## src/rtl/tk_pkg.sv

```systemverilog
package tk_pkg;

   localparam logic [15:0] TK_BASE = 16'h0200;

   localparam int OFF_STAT = 0;
   localparam int OFF_CTRL = 1;
   localparam int OFF_CNT0 = 2;

   typedef struct packed {
      logic       dsel;
      logic       stop;
      logic       auto_m;
      logic       osc;
      logic       ro;
      logic [2:0] wp;
   } tk_ctrl_t;

   localparam int WP_RTC = 0;
   localparam int WP_ITV = 1;
   localparam int WP_CYC = 2;

endpackage

```

## src/rtl/tk_line_filter.sv

```systemverilog
module tk_line_filter #(
   parameter int DLY_SHORT = 8,
   parameter int DLY_LONG  = 40,
   localparam int CW = $clog2(DLY_LONG + 1)
) (
   input  logic clk,
   input  logic rst_n,
   input  logic line_i,
   input  logic long_i,
   output logic level_o,
   output logic fall_o
);

   logic          level_q;
   logic [CW-1:0] run_q;
   logic [CW-1:0] lim;
   logic          differ;
   logic          flip;

   assign lim    = long_i ? CW'(DLY_LONG - 1) : CW'(DLY_SHORT - 1);
   assign differ = line_i != level_q;
   assign flip   = differ && (run_q >= lim);

   always_ff @(posedge clk or negedge rst_n) begin
      if (!rst_n) begin
         level_q <= 1'b0;
         run_q   <= '0;
      end else if (!differ) begin
         run_q <= '0;
      end else if (flip) begin
         level_q <= line_i;
         run_q   <= '0;
      end else begin
         run_q <= run_q + CW'(1);
      end
   end

   assign level_o = level_q;
   assign fall_o  = flip & level_q;

endmodule

```

## src/rtl/tk_count.sv

```systemverilog
module tk_count #(
   parameter int NB = 5,
   localparam int W = NB * 8
) (
   input  logic         clk,
   input  logic         rst_n,
   input  logic         inc_i,
   input  logic         snap_i,
   input  logic         lock_i,
   input  logic         wr_cnt_i,
   input  logic         wr_alm_i,
   input  logic [2:0]   wr_idx_i,
   input  logic [7:0]   wr_data_i,
   output logic [W-1:0] hold_o,
   output logic [W-1:0] alarm_o,
   output logic         hit_o
);

   logic [W-1:0] cnt_q;
   logic [W-1:0] alm_q;
   logic [W-1:0] hold_q;
   logic [W-1:0] lane_m;
   logic [W-1:0] cnt_inc;
   logic [W-1:0] wr_rep;
   logic         wr_c;
   logic         wr_a;

   for (genvar b = 0; b < NB; b++) begin : g_lane
      assign lane_m[b*8 +: 8] = (wr_idx_i == 3'(b)) ? 8'hFF : 8'h00;
      assign wr_rep[b*8 +: 8] = wr_data_i;
   end

   assign wr_c    = wr_cnt_i & ~lock_i;
   assign wr_a    = wr_alm_i & ~lock_i;
   assign cnt_inc = cnt_q + W'(1);

   always_ff @(posedge clk or negedge rst_n) begin
      if (!rst_n) begin
         cnt_q  <= '0;
         alm_q  <= '0;
         hold_q <= '0;
      end else begin
         if (wr_c)
            cnt_q <= (cnt_q & ~lane_m) | (wr_rep & lane_m);
         else if (inc_i)
            cnt_q <= cnt_inc;
         if (wr_a)
            alm_q <= (alm_q & ~lane_m) | (wr_rep & lane_m);
         if (snap_i)
            hold_q <= cnt_q;
      end
   end

   assign hold_o  = hold_q;
   assign alarm_o = alm_q;
   assign hit_o   = inc_i & ~wr_c & (cnt_inc == alm_q);

endmodule

```

## src/rtl/tk_timekeeper.sv

```systemverilog
module tk_timekeeper
   import tk_pkg::*;
#(
   parameter int RTC_BYTES = 5,
   parameter int ITV_BYTES = 5,
   parameter int CYC_BYTES = 4,
   parameter int DLY_SHORT = 14000,
   parameter int DLY_LONG  = 492000
) (
   input  logic        clk,
   input  logic        rst_n,
   input  logic        tick_i,
   input  logic        line_i,
   input  logic        snap_i,
   input  logic        wr_en_i,
   input  logic        rd_en_i,
   input  logic [15:0] addr_i,
   input  logic [7:0]  wr_data_i,
   output logic [7:0]  rd_data_o,
   output logic        irq_o,
   output logic        rd_ok_o,
   output logic        wr_ok_o
);

   localparam int RW      = RTC_BYTES * 8;
   localparam int IW      = ITV_BYTES * 8;
   localparam int CW      = CYC_BYTES * 8;
   localparam int OFF_RTC = OFF_CNT0;
   localparam int OFF_ITV = OFF_RTC + RTC_BYTES;
   localparam int OFF_CYC = OFF_ITV + ITV_BYTES;
   localparam int OFF_RTA = OFF_CYC + CYC_BYTES;
   localparam int OFF_ITA = OFF_RTA + RTC_BYTES;
   localparam int OFF_CYA = OFF_ITA + ITV_BYTES;
   localparam int OFF_END = OFF_CYA + CYC_BYTES - 1;

   if (RTC_BYTES < 1 || RTC_BYTES > 8 || ITV_BYTES < 1 || ITV_BYTES > 8 ||
       CYC_BYTES < 1 || CYC_BYTES > 8) begin : g_bad_width
      $error("tk_timekeeper: counter byte counts must be 1..8");
   end
   if (DLY_SHORT < 1 || DLY_LONG <= DLY_SHORT) begin : g_bad_dly
      $error("tk_timekeeper: need 1 <= DLY_SHORT < DLY_LONG");
   end
   if (OFF_END > 255) begin : g_bad_map
      $error("tk_timekeeper: register window too large");
   end

   // address decode
   logic [15:0] off;
   logic [7:0]  off8;
   logic        in_map;
   logic        wr_acc;
   logic        rd_acc;
   logic        rd_ok;
   logic        expired_q;

   tk_ctrl_t    ctrl_q;
   logic [2:0]  flag_q;
   logic [2:0]  en_q;
   logic [1:0]  arm_cnt_q;
   logic [2:0]  arm_val_q;
   logic [7:0]  rd_data_q;

   assign off    = addr_i - TK_BASE;
   assign off8   = off[7:0];
   assign in_map = (addr_i >= TK_BASE) && (off <= 16'(OFF_END));
   assign rd_ok  = ~expired_q | ctrl_q.ro;
   assign wr_acc = wr_en_i & in_map & ~expired_q;
   assign rd_acc = rd_en_i & in_map & rd_ok;

   function automatic logic in_rng(input logic [7:0] o, input int lo, input int n);
      return (int'(o) >= lo) && (int'(o) < lo + n);
   endfunction

   logic wr_rtc, wr_itv, wr_cyc, wr_rta, wr_ita, wr_cya;
   logic wr_stat, wr_ctrl, rd_stat;
   assign wr_rtc  = wr_acc && in_rng(off8, OFF_RTC, RTC_BYTES);
   assign wr_itv  = wr_acc && in_rng(off8, OFF_ITV, ITV_BYTES);
   assign wr_cyc  = wr_acc && in_rng(off8, OFF_CYC, CYC_BYTES);
   assign wr_rta  = wr_acc && in_rng(off8, OFF_RTA, RTC_BYTES);
   assign wr_ita  = wr_acc && in_rng(off8, OFF_ITA, ITV_BYTES);
   assign wr_cya  = wr_acc && in_rng(off8, OFF_CYA, CYC_BYTES);
   assign wr_stat = wr_acc && (off8 == 8'(OFF_STAT));
   assign wr_ctrl = wr_acc && (off8 == 8'(OFF_CTRL));
   assign rd_stat = rd_acc && (off8 == 8'(OFF_STAT));

   logic [7:0] k_rtc, k_itv, k_cyc, k_rta, k_ita, k_cya;
   assign k_rtc = off8 - 8'(OFF_RTC);
   assign k_itv = off8 - 8'(OFF_ITV);
   assign k_cyc = off8 - 8'(OFF_CYC);
   assign k_rta = off8 - 8'(OFF_RTA);
   assign k_ita = off8 - 8'(OFF_ITA);
   assign k_cya = off8 - 8'(OFF_CYA);

   // line filter and counter enables
   logic line_lvl, line_fall;
   logic rtc_inc, itv_inc, cyc_inc, itv_run;
   logic rtc_hit, itv_hit, cyc_hit;
   logic [2:0] hits;

   tk_line_filter #(.DLY_SHORT(DLY_SHORT), .DLY_LONG(DLY_LONG)) u_filt (
      .clk(clk), .rst_n(rst_n), .line_i(line_i), .long_i(ctrl_q.dsel),
      .level_o(line_lvl), .fall_o(line_fall)
   );

   assign itv_run = ctrl_q.auto_m ? line_lvl : ~ctrl_q.stop;
   assign rtc_inc = tick_i & ctrl_q.osc;
   assign itv_inc = tick_i & ctrl_q.osc & itv_run;
   assign cyc_inc = line_fall & ctrl_q.osc;

   logic [RW-1:0] rtc_hold, rta;
   logic [IW-1:0] itv_hold, ita;
   logic [CW-1:0] cyc_hold, cya;

   tk_count #(.NB(RTC_BYTES)) u_rtc (
      .clk(clk), .rst_n(rst_n), .inc_i(rtc_inc), .snap_i(snap_i),
      .lock_i(ctrl_q.wp[WP_RTC]), .wr_cnt_i(wr_rtc), .wr_alm_i(wr_rta),
      .wr_idx_i(wr_rtc ? k_rtc[2:0] : k_rta[2:0]), .wr_data_i(wr_data_i),
      .hold_o(rtc_hold), .alarm_o(rta), .hit_o(rtc_hit)
   );

   tk_count #(.NB(ITV_BYTES)) u_itv (
      .clk(clk), .rst_n(rst_n), .inc_i(itv_inc), .snap_i(snap_i),
      .lock_i(ctrl_q.wp[WP_ITV]), .wr_cnt_i(wr_itv), .wr_alm_i(wr_ita),
      .wr_idx_i(wr_itv ? k_itv[2:0] : k_ita[2:0]), .wr_data_i(wr_data_i),
      .hold_o(itv_hold), .alarm_o(ita), .hit_o(itv_hit)
   );

   tk_count #(.NB(CYC_BYTES)) u_cyc (
      .clk(clk), .rst_n(rst_n), .inc_i(cyc_inc), .snap_i(snap_i),
      .lock_i(ctrl_q.wp[WP_CYC]), .wr_cnt_i(wr_cyc), .wr_alm_i(wr_cya),
      .wr_idx_i(wr_cyc ? k_cyc[2:0] : k_cya[2:0]), .wr_data_i(wr_data_i),
      .hold_o(cyc_hold), .alarm_o(cya), .hit_o(cyc_hit)
   );

   assign hits = {cyc_hit, itv_hit, rtc_hit};

   // status, expiry
   always_ff @(posedge clk or negedge rst_n) begin
      if (!rst_n) begin
         flag_q    <= '0;
         en_q      <= '0;
         expired_q <= 1'b0;
      end else begin
         flag_q    <= (flag_q & ~{3{rd_stat}}) | hits;
         expired_q <= expired_q | (|(hits & ctrl_q.wp));
         if (wr_stat)
            en_q <= wr_data_i[5:3];
      end
   end

   // control register with protect arming
   logic       any_wp, lock_b;
   logic [2:0] new_wp;
   logic [1:0] arm_nxt;
   assign any_wp  = |ctrl_q.wp;
   assign lock_b  = ctrl_q.wp[WP_ITV] | ctrl_q.wp[WP_CYC];
   assign new_wp  = wr_data_i[2:0];
   assign arm_nxt = (arm_cnt_q != 2'd0 && new_wp == arm_val_q) ? arm_cnt_q + 2'd1 : 2'd1;

   always_ff @(posedge clk or negedge rst_n) begin
      if (!rst_n) begin
         ctrl_q    <= '0;
         arm_cnt_q <= '0;
         arm_val_q <= '0;
      end else begin
         if (lock_b)
            ctrl_q.stop <= 1'b0;
         if (wr_ctrl) begin
            if (!lock_b) begin
               ctrl_q.dsel   <= wr_data_i[7];
               ctrl_q.stop   <= wr_data_i[6];
               ctrl_q.auto_m <= wr_data_i[5];
            end
            if (any_wp) begin
               ctrl_q.osc <= ctrl_q.osc | wr_data_i[4];
            end else begin
               ctrl_q.osc <= wr_data_i[4];
               ctrl_q.ro  <= wr_data_i[3];
            end
         end
         if (wr_acc) begin
            if (wr_ctrl && !any_wp && new_wp != 3'd0) begin
               if (arm_nxt == 2'd3) begin
                  ctrl_q.wp <= new_wp;
                  arm_cnt_q <= 2'd0;
               end else begin
                  arm_cnt_q <= arm_nxt;
                  arm_val_q <= new_wp;
               end
            end else begin
               arm_cnt_q <= 2'd0;
            end
         end
      end
   end

   // read path
   logic [7:0] rd_mux;
   always_comb begin
      rd_mux = 8'hFF;
      if (off8 == 8'(OFF_STAT))
         rd_mux = {2'b00, en_q, flag_q};
      else if (off8 == 8'(OFF_CTRL))
         rd_mux = ctrl_q;
      else if (in_rng(off8, OFF_RTC, RTC_BYTES))
         rd_mux = 8'(rtc_hold >> (8 * k_rtc));
      else if (in_rng(off8, OFF_ITV, ITV_BYTES))
         rd_mux = 8'(itv_hold >> (8 * k_itv));
      else if (in_rng(off8, OFF_CYC, CYC_BYTES))
         rd_mux = 8'(cyc_hold >> (8 * k_cyc));
      else if (in_rng(off8, OFF_RTA, RTC_BYTES))
         rd_mux = 8'(rta >> (8 * k_rta));
      else if (in_rng(off8, OFF_ITA, ITV_BYTES))
         rd_mux = 8'(ita >> (8 * k_ita));
      else if (in_rng(off8, OFF_CYA, CYC_BYTES))
         rd_mux = 8'(cya >> (8 * k_cya));
   end

   always_ff @(posedge clk or negedge rst_n) begin
      if (!rst_n)
         rd_data_q <= '0;
      else if (rd_en_i)
         rd_data_q <= rd_acc ? rd_mux : 8'hFF;
   end

   assign rd_data_o = rd_data_q;
   assign irq_o     = |(flag_q & ~en_q);
   assign rd_ok_o   = rd_ok;
   assign wr_ok_o   = ~expired_q;

endmodule

```

## config.mk

```make
export PLATFORM = sky130hd
export DESIGN_NAME = tk_timekeeper
export DESIGN_NICKNAME = d
export VERILOG_FILES = /design/src/rtl/tk_pkg.sv /design/src/rtl/tk_line_filter.sv /design/src/rtl/tk_count.sv /design/src/rtl/tk_timekeeper.sv
export SDC_FILE = /design/constraint.sdc
export NUM_CORES = 1
export LEC_CHECK = 0
export BUFFER_PORTS_ARGS = -buffer_cell sky130_fd_sc_hd__buf_2
export CAP_MARGIN = 20
export CORE_ASPECT_RATIO = 0.75
export CORE_MARGIN = 5
export CORE_UTILIZATION = 56
export CTS_BUF_LIST = sky130_fd_sc_hd__clkbuf_4 sky130_fd_sc_hd__clkbuf_8 sky130_fd_sc_hd__clkbuf_16
export DETAILED_ROUTE_END_ITERATION = 10
export PLACE_DENSITY = 0.72
export SYNTH_ARGS = -nofsm -noshare
export SYNTH_HDL_FRONTEND = slang
export SYNTH_HIERARCHICAL = 1
export SYNTH_SLANG_ARGS = --single-unit
```

## constraint.sdc

```tcl
create_clock -name clk -period 4.65 [get_ports clk]
set_clock_uncertainty 0.15 [all_clocks]
set_input_delay 0.465 -clock clk [delete_from_list [all_inputs] [get_ports clk]]
set_output_delay 0.465 -clock clk [all_outputs]
set_load 0.1 [all_outputs]
```

Yosys cells after proc, flatten, opt, wreduce, memory -nomap -nowiden
Index checks and enable logic that the tools add are counted.
{"block": "totals", "out_inout_bits": 11, "word_cells": 215, "ff_bits": 384}
{"block": "classes", "n_addsub": 12, "mux": 44, "shift": 6, "reduce_logical": 38, "magnitude_cmp": 15, "eq_ne": 18, "n_bitwise": 59}
{"operator": "40-bit bitwise AND", "n": 6}
{"operator": "8-bit 2-to-1 mux", "n": 23}
{"operator": "40-bit 2-to-1 mux", "n": 4}
{"operator": "40-bit bitwise OR", "n": 4}
{"operator": "40-bit by 11-bit right shift with 8-bit output", "n": 4}
{"operator": "32-bit bitwise AND", "n": 3}
{"operator": "40-bit by 1-bit adder with 40-bit output (second input constant)", "n": 2}
{"operator": "40-bit == test", "n": 2}
{"operator": "40-bit NOT", "n": 2}
{"operator": "32-bit 2-to-1 mux", "n": 2}
{"operator": "32-bit bitwise OR", "n": 2}
{"operator": "32-bit by 11-bit right shift with 8-bit output", "n": 2}
{"operator": "19-bit 2-to-1 mux", "n": 3}
{"operator": "32-bit by 1-bit adder with 32-bit output (second input constant)", "n": 1}
{"operator": "32-bit == test", "n": 1}
{"operator": "8-bit by 5-bit < comparator with 1-bit output (second input constant)", "n": 4}
{"operator": "32-bit NOT", "n": 1}
{"operator": "8-bit by 5-bit >= comparator with 1-bit output (second input constant)", "n": 3}
{"operator": "8-bit by 5-bit subtractor with 8-bit output (second input constant)", "n": 3}
{"operator": "1-bit bitwise AND", "n": 20}
{"operator": "1-bit logical AND", "n": 20}
{"operator": "19-bit by 1-bit adder with 19-bit output (second input constant)", "n": 1}
{"operator": "19-bit >= comparator", "n": 1}
{"operator": "3-bit by 2-bit == test with 1-bit output (second input constant)", "n": 6}
{"operator": "35 further kinds", "n": 72}

Logic depth before layout (Yosys ltp)
Gate-level depths: netlist of run 1.
{"block": "depth", "ltp_word": 13, "mapped_depth": 18, "depth_no_buf": 16}

Modules after synthesis
The synthesis of run 1 kept the hierarchy.
{"module": "tk_count (u_itv ...)", "cells_per_inst": 717, "n_inst": 2, "area_per_inst_um2": 6911.6}
{"module": "tk_count (u_cyc)", "cells_per_inst": 505, "n_inst": 1, "area_per_inst_um2": 5273.8}
{"module": "tk_timekeeper", "cells_per_inst": 473, "n_inst": 1, "area_per_inst_um2": 4077.7}
{"module": "tk_line_filter", "cells_per_inst": 127, "n_inst": 1, "area_per_inst_um2": 1291.2}

Worst setup path before layout of run 1
No wires, ideal clock.
{"block": "synth_timing", "path_kind": "input-to-reg", "from": "in addr_i[1]", "to": "reg (tool-made name)", "path_stages": 13, "path_slack_ns": 0.442, "arrival_time_ns": 3.933, "setup_ns": 0.125, "path_buffers": 4, "required_ns": 4.375, "cell_sequence": "buf_1 > clkbuf_1 > inv_1 > ha_1 > o311ai_1 > or4_4 > buf_6 > or4_4 > xor2_1 > and3b_1 > and2_1 > clkbuf_1 > mux2_2"}
{"element": "start, declared", "line_no": "tk_timekeeper.sv:17", "source": "input logic [15:0] addr_i,"}

==> flow_summary.yaml, run 1 <==
floorplanning:
  initial_core_util: 0.565
  coreArea_sq_um: 43300
  boundaryPins: 42
  rows: 66
  dieArea_sq_um: 48000
  dieHeight_um: 191
  fp.dieW_um: 251
outcome:
  outcome: "completed"
sta:
  fin_tns_setup_ns: 0
  period_minus_slack_ns: 4.19
  period_share: 0.901
  rsz0062_at_grt: "false"
  finalSetupViolations: 0
  hold_violations: 0
  clock.fmax_ghz: 0.239
  tightest_slew_ns: 1.14
  finalMaxSlewViolations: 0
  slew-limit-headroom: 0.240
  final.setup.worst_slack_ns: 0.459
layout:
  antenna_cells: 0
  final_area_sq_um: 26600
  drive_gt1_frac: 0.199
  area_delta_synth_final_pct: 8.74
  nets: 2568
  fin_util: 0.615
detailed_routing:
  top_layer: "met5"
  drc: 0
  m1WireLength_um: 35100
  vias_per_cell: 6.95
  dr.pass1.iters: 6
  wl_um: 84200
  wire_per_inst_um: 27.0
  dr_wl_met3_um: 11400
  drt.antenna.violating_nets: 0
  route.met2.wl_um: 35200
  drt-initial-drc-count: 2983
  via_count: 21700
placement:
  io_buffers: 41
  place.gp.congestion: 1.05
  dpl.hpwl_um: 60000
  pre_cts_slack_ns: 0.328
  place_area_sq_um: 25100
critical_path:
  crit_arrival_ns: 4.54
  crit_type: "reg2reg"
  cp_num_buf_inv: 0
  crit_family: "simple AND/OR/NAND/NOR gates"
  crit_required_ns: 5.00
  cp-start-kind: "flop"
  max_stage_delay_ns: 0.96
  endpoint_kind: "flop"
  slowest_stage: "nor4_2"
  cp_max_fo: 9
  worstPathCellList: "nand4_1 > nor4_2 > and3_1 > xnor2_1 > a211oi_1 > nand4_1 > nor4_2 > a21oi_1 > nand2_1"
clock_tree:
  cts_tree: "yes"
  cts_buffers: 41
  cts-root-buf: "clkbuf_16"
  cts_buffer_depth: 3
  htreeDepth: 2
  cts_sinks: 384
  clock_latency_ns: 0.57
  path_clk_slew_ns: 0.07
yosys:
  syn_nets: 2601
  synth.top_cells.by_area: "dfrtp_1 39%, mux2_2 10%, xnor2_1 4.4%"
  seq_area_frac_synth: 0.393
  synth_top_area_cell: "dfrtp_1"
  synth_edf_count: 0
  syn_area_sq_um: 24500
  synth_most_common_cell: "dfrtp_1"
  netlist.area_leader.share: 0.393
  synth_cells: 2539
  synthTopCellsByCount: "384 x dfrtp_1, 239 x nor2_1, 218 x mux2_2"
  syn_avg_cell_area_sq_um: 9.64
  synth_warnings: 6
  synth_cell_types: 92
  ys.flop_type: "dfrtp_1"
  yosys_register_bits: 384
  synthArstFlopShare: 1.00
global_route:
  grt_pass1_vias: 20500
  grt_usage: 0.342
  antenna_found_initial: 2
  grt_pass1_wl_um: 127000
  grt-ovfl-total: 0
  grt_start_max_net_pins: 104
job:
  max_cap_violations: 0
power:
  power.density_nw_per_um2: 277
  total_power_mw: 7.38
  total_leakage_power_nw: 11.6
  vdd_drop_max_uv: 299
min_path:
  hp-class: "in2reg"
  min_from: "line_i"
-- through the flow --
stage / instances / hold WS [ns]
global route: 3116 / 0.0432
global placement: 3040 / 0.318
finish: 3116 / 0.0342
detailed placement: 3040 / 0.338
CTS: 3116 / 0.0159
floorplan: 2539 / 0.0194
-- final timing paths --
check	end	slack, ns	depth (start not counted)
worst max-delay path	expired_q$_DFF_PN0_	0.46	9
worst min-delay path	u_filt/level_o$_DFFE_PN0P_	0.03	2
worst max register to register	expired_q$_DFF_PN0_	0.46	9
worst min register to register	arm_cnt_q[1]$_DFFE_PN0P_	0.35	2
max in group asynchronous	ctrl_q[6]$_DFF_PN0_	2.90	3
min in group asynchronous	u_itv/hold_o[3]$_DFFE_PN0P_	0.40	2
-- worst register-to-register path, cell delays in order (launching register included) --
cell and delay [ns]:
dfrtp_1 0.66, nand4_1 0.48, nor4_2 0.96, and3_1 0.44, xnor2_1 0.10, a211oi_1 0.26
nand4_1 0.17, nor4_2 0.65, a21oi_1 0.16, nand2_1 0.10
-- power breakdown --
group | internal [mW] | switching, mW
clock network | 2.18 | 1.45
logic | 0.101 | 0.301
registers | 3.34 | 0.00372
total | 5.63 | 1.75
-- cells by family (layout without fill, tap and decap cells) --
| kind of cell | count (synthesis) | count (layout) | synth area share |
|---|---|---|---|
| AND/OR/NAND/NOR | 936 | 936 | 0.207 |
| buffers and inverters | 225 | 224 | 0.0399 |
| flip-flops | 384 | 384 | 0.393 |
| multiplexers | 290 | 290 | 0.150 |
| XOR/XNOR | 198 | 198 | 0.0712 |
| AO/OA/AOI/OAI | 475 | 475 | 0.124 |
| adder cells (fa/ha/maj) | 31 | 31 | 0.0159 |
-- area by class of cell --
class / instances / area [sq um]
multi-input cells: 1930 / 13900
fillers: 3651 / 16700
inverters: 44 / 165
well taps: 578 / 723
clock inverters: 22 / 328
flip-flops and latches: 384 / 9610
repair buffers: 105 / 728
clock buffers: 53 / 1160
-- repair_timing --
item | CTS | global route
hold endpoints to repair | 98 | 0
hold buffers | 1 | 0
buffers inserted | 0 | 0
gates resized for setup | 0 | 0
-- routing by layer --
metal  vias up  GRT usage
met3       187      0.101
met2      1502      0.489
li1       9252          -
met1     10700      0.510
met4         2     0.0936
met5         -          0
-- cell usage in the layout (no fill, tap or decap), types with 34 or more instances in the layout --
cell,instances
mux2_2,218
a21oi_1,151
clkbuf_16,42
nor3_1,91
mux4_2,39
a211oi_1,34
buf_2,38
nand4_1,72
xnor2_1,124
inv_1,44
xor2_1,73
and3_1,35
nand3_1,120
o21ai_0,105
nand2_1,159
buf_4,63
nor2_1,239
dfrtp_1,384
Note: power is estimated with default switching activity, not from simulation.
==> run 2, diff against run 1 <==
ABC_AREA = 1   (was default)
==> run 2 against run 1 <==
Die area rose by 5.3%. Non-clock buffer count shrank 20. Sequential share of layout area down 2.0 points. Largest power group unchanged. Critical path type unchanged. Cell count rose by 45%. Highest routed layer unchanged. Area after synthesis rose by 5.5%. Setup slack worse by 0.0035 ns. Count of clock-buffer cells in the layout increased by 7. Fmax is essentially flat. Design area rose by 6.0%. Critical path depth is 15 higher.
==> flow_summary.yaml, run 2 <==
detailed_routing:
  vias_per_cell: 5.90
  drt.antenna.violating_nets: 0
  drt-initial-drc-count: 3780
  wl_um: 95700
  wire_per_inst_um: 21.2
  via_count: 26700
  drc: 0
  dr.pass1.iters: 6
floorplanning:
  boundaryPins: 42
  fp.dieW_um: 258
  dieHeight_um: 196
  dieArea_sq_um: 50500
  initial_core_util: 0.564
  rows: 68
  coreArea_sq_um: 45800
layout:
  mostFrequentLayoutCells: "1,235 x nand2_1, 562 x nor2_1, 384 x dfrtp_1"
  drive_gt1_frac: 0.0872
  multi_input_area_sq_um: 14200
  nFillCells: 4391
  register_area_sq_um: 9610
  area_delta_synth_final_pct: 9.19
  nets: 3951
  layout_commonest_cell: "nand2_1"
yosys:
  synthArstFlopShare: 1.00
  syn_area_sq_um: 25800
  synthTopCellsByCount: "1,235 x nand2_1, 562 x nor2_1, 384 x dfrtp_1"
  syn_avg_cell_area_sq_um: 6.67
  netlist.area_leader.share: 0.372
  synth_edf_count: 0
  syn_nets: 3931
  seq_area_frac_synth: 0.372
  synth_warnings: 6
  yosys_register_bits: 384
  ys.flop_type: "dfrtp_1"
  synth_cell_types: 58
  synth_top_area_cell: "dfrtp_1"
  synth.top_cells.by_area: "dfrtp_1 37%, nand2_1 18%, nor2_1 8.2%"
  synth_most_common_cell: "nand2_1"
  synth_cells: 3869
power:
  p_seq_frac: 0.438
  total_power_mw: 7.84
  p_sw_mw: 2.00
  vdd_drop_max_uv: 221
  total_leakage_power_nw: 12.7
  sw_frac_of_total: 0.255
  pwr-share-clk: 0.480
  power.density_nw_per_um2: 278
  p_int_mw: 5.83
  pwr-share-comb: 0.082
global_route:
  grt_usage: 0.369
  grt-ovfl-total: 0
  grt_pass1_wl_um: 144000
  grt_start_max_net_pins: 126
  antenna_found_initial: 3
  grt_pass1_vias: 23400
clock_tree:
  cts_tree: "yes"
  htreeDepth: 2
  cts_buffer_depth: 3
  cts_sinks: 384
  cts-root-buf: "clkbuf_16"
  cts_setup_buffers: 0
  cts_buffers: 42
  path_clk_slew_ns: 0.06
  clock_latency_ns: 0.58
sta:
  clock.fmax_ghz: 0.238
  hold_violations: 0
  slew-limit-headroom: 0.187
  rsz0062_at_grt: "false"
  tightest_slew_ns: 1.21
  period_minus_slack_ns: 4.19
  finalSetupViolations: 0
  timing.hold.ws_ns: 0.118
  fin_tns_setup_ns: 0
  period_share: 0.902
  final.setup.worst_slack_ns: 0.455
  finalMaxSlewViolations: 0
placement:
  io_buffers: 41
  place.gp.congestion: 1.10
  pre_cts_slack_ns: 0.395
  dpl.hpwl_um: 73100
critical_path:
  crit_required_ns: 5.01
  reg2reg_depth: 24
  crit_arrival_ns: 4.55
  r2r-start: "ctrl_q[7]$_DFFE_PN0P_"
  crit_type: "reg2reg"
  cp-start-kind: "flop"
  cp_max_fo: 7
  crit_path_start: "ctrl_q[7]$_DFFE_PN0P_"
  endpoint_kind: "flop"
min_path:
  min_from: "rd_en_i"
  hp-class: "in2reg"
  hold_depth: 3
job:
  max_cap_violations: 0
outcome:
  outcome: "completed"
[run 2: final cells by class]
class	instances	share of cell area
timing repair buffer	85	0.0212
antenna	2	0.000178
inverter	386	0.0514
sequential	384	0.341
clock buffer	60	0.0462
clock inverter	17	0.00861
multi-input combinational	2990	0.505
tap	595	0.0264
[run 2: path summary, 6_finish.rpt]
path | to | slack, ns
setup / recovery | expired_q$_DFF_PN0_ | 0.46
hold / removal | rd_data_o[3]$_DFFE_PN0P_ | 0.12
setup reg to reg | expired_q$_DFF_PN0_ | 0.46
hold reg to reg | arm_val_q[0]$_DFFE_PN0P_ | 0.35
max in group asynchronous | u_cyc/hold_o[13]$_DFFE_PN0P_ | 2.93
min in group asynchronous | asynchronous set/reset pin | 0.38
[run 2: power groups by stage]
stage          Clock, mW  Sequential, mW  Combinational [mW]
6_report            3.76            3.43               0.645
5_1_grt             3.94            3.44               0.702
4_1_cts             3.79            3.43               0.628
3_5_place_dp           0            3.49               0.624
3_3_place_gp           0            3.49               0.623
2_1_floorplan          0            3.48               0.346
[run 2: worst max-delay path: stages (launching register included)]
cell and delay, ns:
dfrtp_1 0.49, inv_1 0.21, ha_1 0.34, nand2_1 0.09, nor2_1 0.14, nand2_1 0.10
inv_1 0.07, nand2_1 0.12, a31oi_1 0.26, nand2_1 0.08, inv_1 0.06, inv_1 0.05
nor2_1 0.25, nand3_1 0.12, nor2_1 0.15, nand3_1 0.09, nor2_1 0.12, nand2_1 0.07
nor2_1 0.19, nand2_1 0.09, nor2_2 0.10, nand2_1 0.05, nor2_1 0.48, nand2_1 0.12
nand3_1 0.10
[run 2: cells by family after synthesis]
group                      synth area share
and+or+nand+nor                       0.390
AOI/OAI and AO/OA                     0.123
buffers and inverters                0.0762
DFF                                   0.372
xor gates and xnor gates             0.0167
adders and majority gates            0.0150
muxes                               0.00611
[run 2: timing repair]
action | in CTS | in global routing
endpoints found under the hold margin | 96 | 0
gates resized for setup | 0 | 0
hold buffers | 2 | 0
[run 2: layer usage]
metal	track usage	routed length, um	up-vias	share of wire
met2	0.490	36700	1558	0.38
li1	-	-	12600	-
met5	0	12	-	0.00013
met1	0.557	41700	12400	0.44
met4	0.0911	2550	2	0.027
met3	0.148	14700	178	0.15
[run 2: per-stage QoR]
stage	cell area, sq um	utilization	std cells
after floorplan	25800	-	3869
after global placement	26600	0.582	4438
after detailed placement	26600	0.582	4438
after CTS	28200	0.616	4517
after global routing	28200	0.616	4518
final	28200	0.616	4519
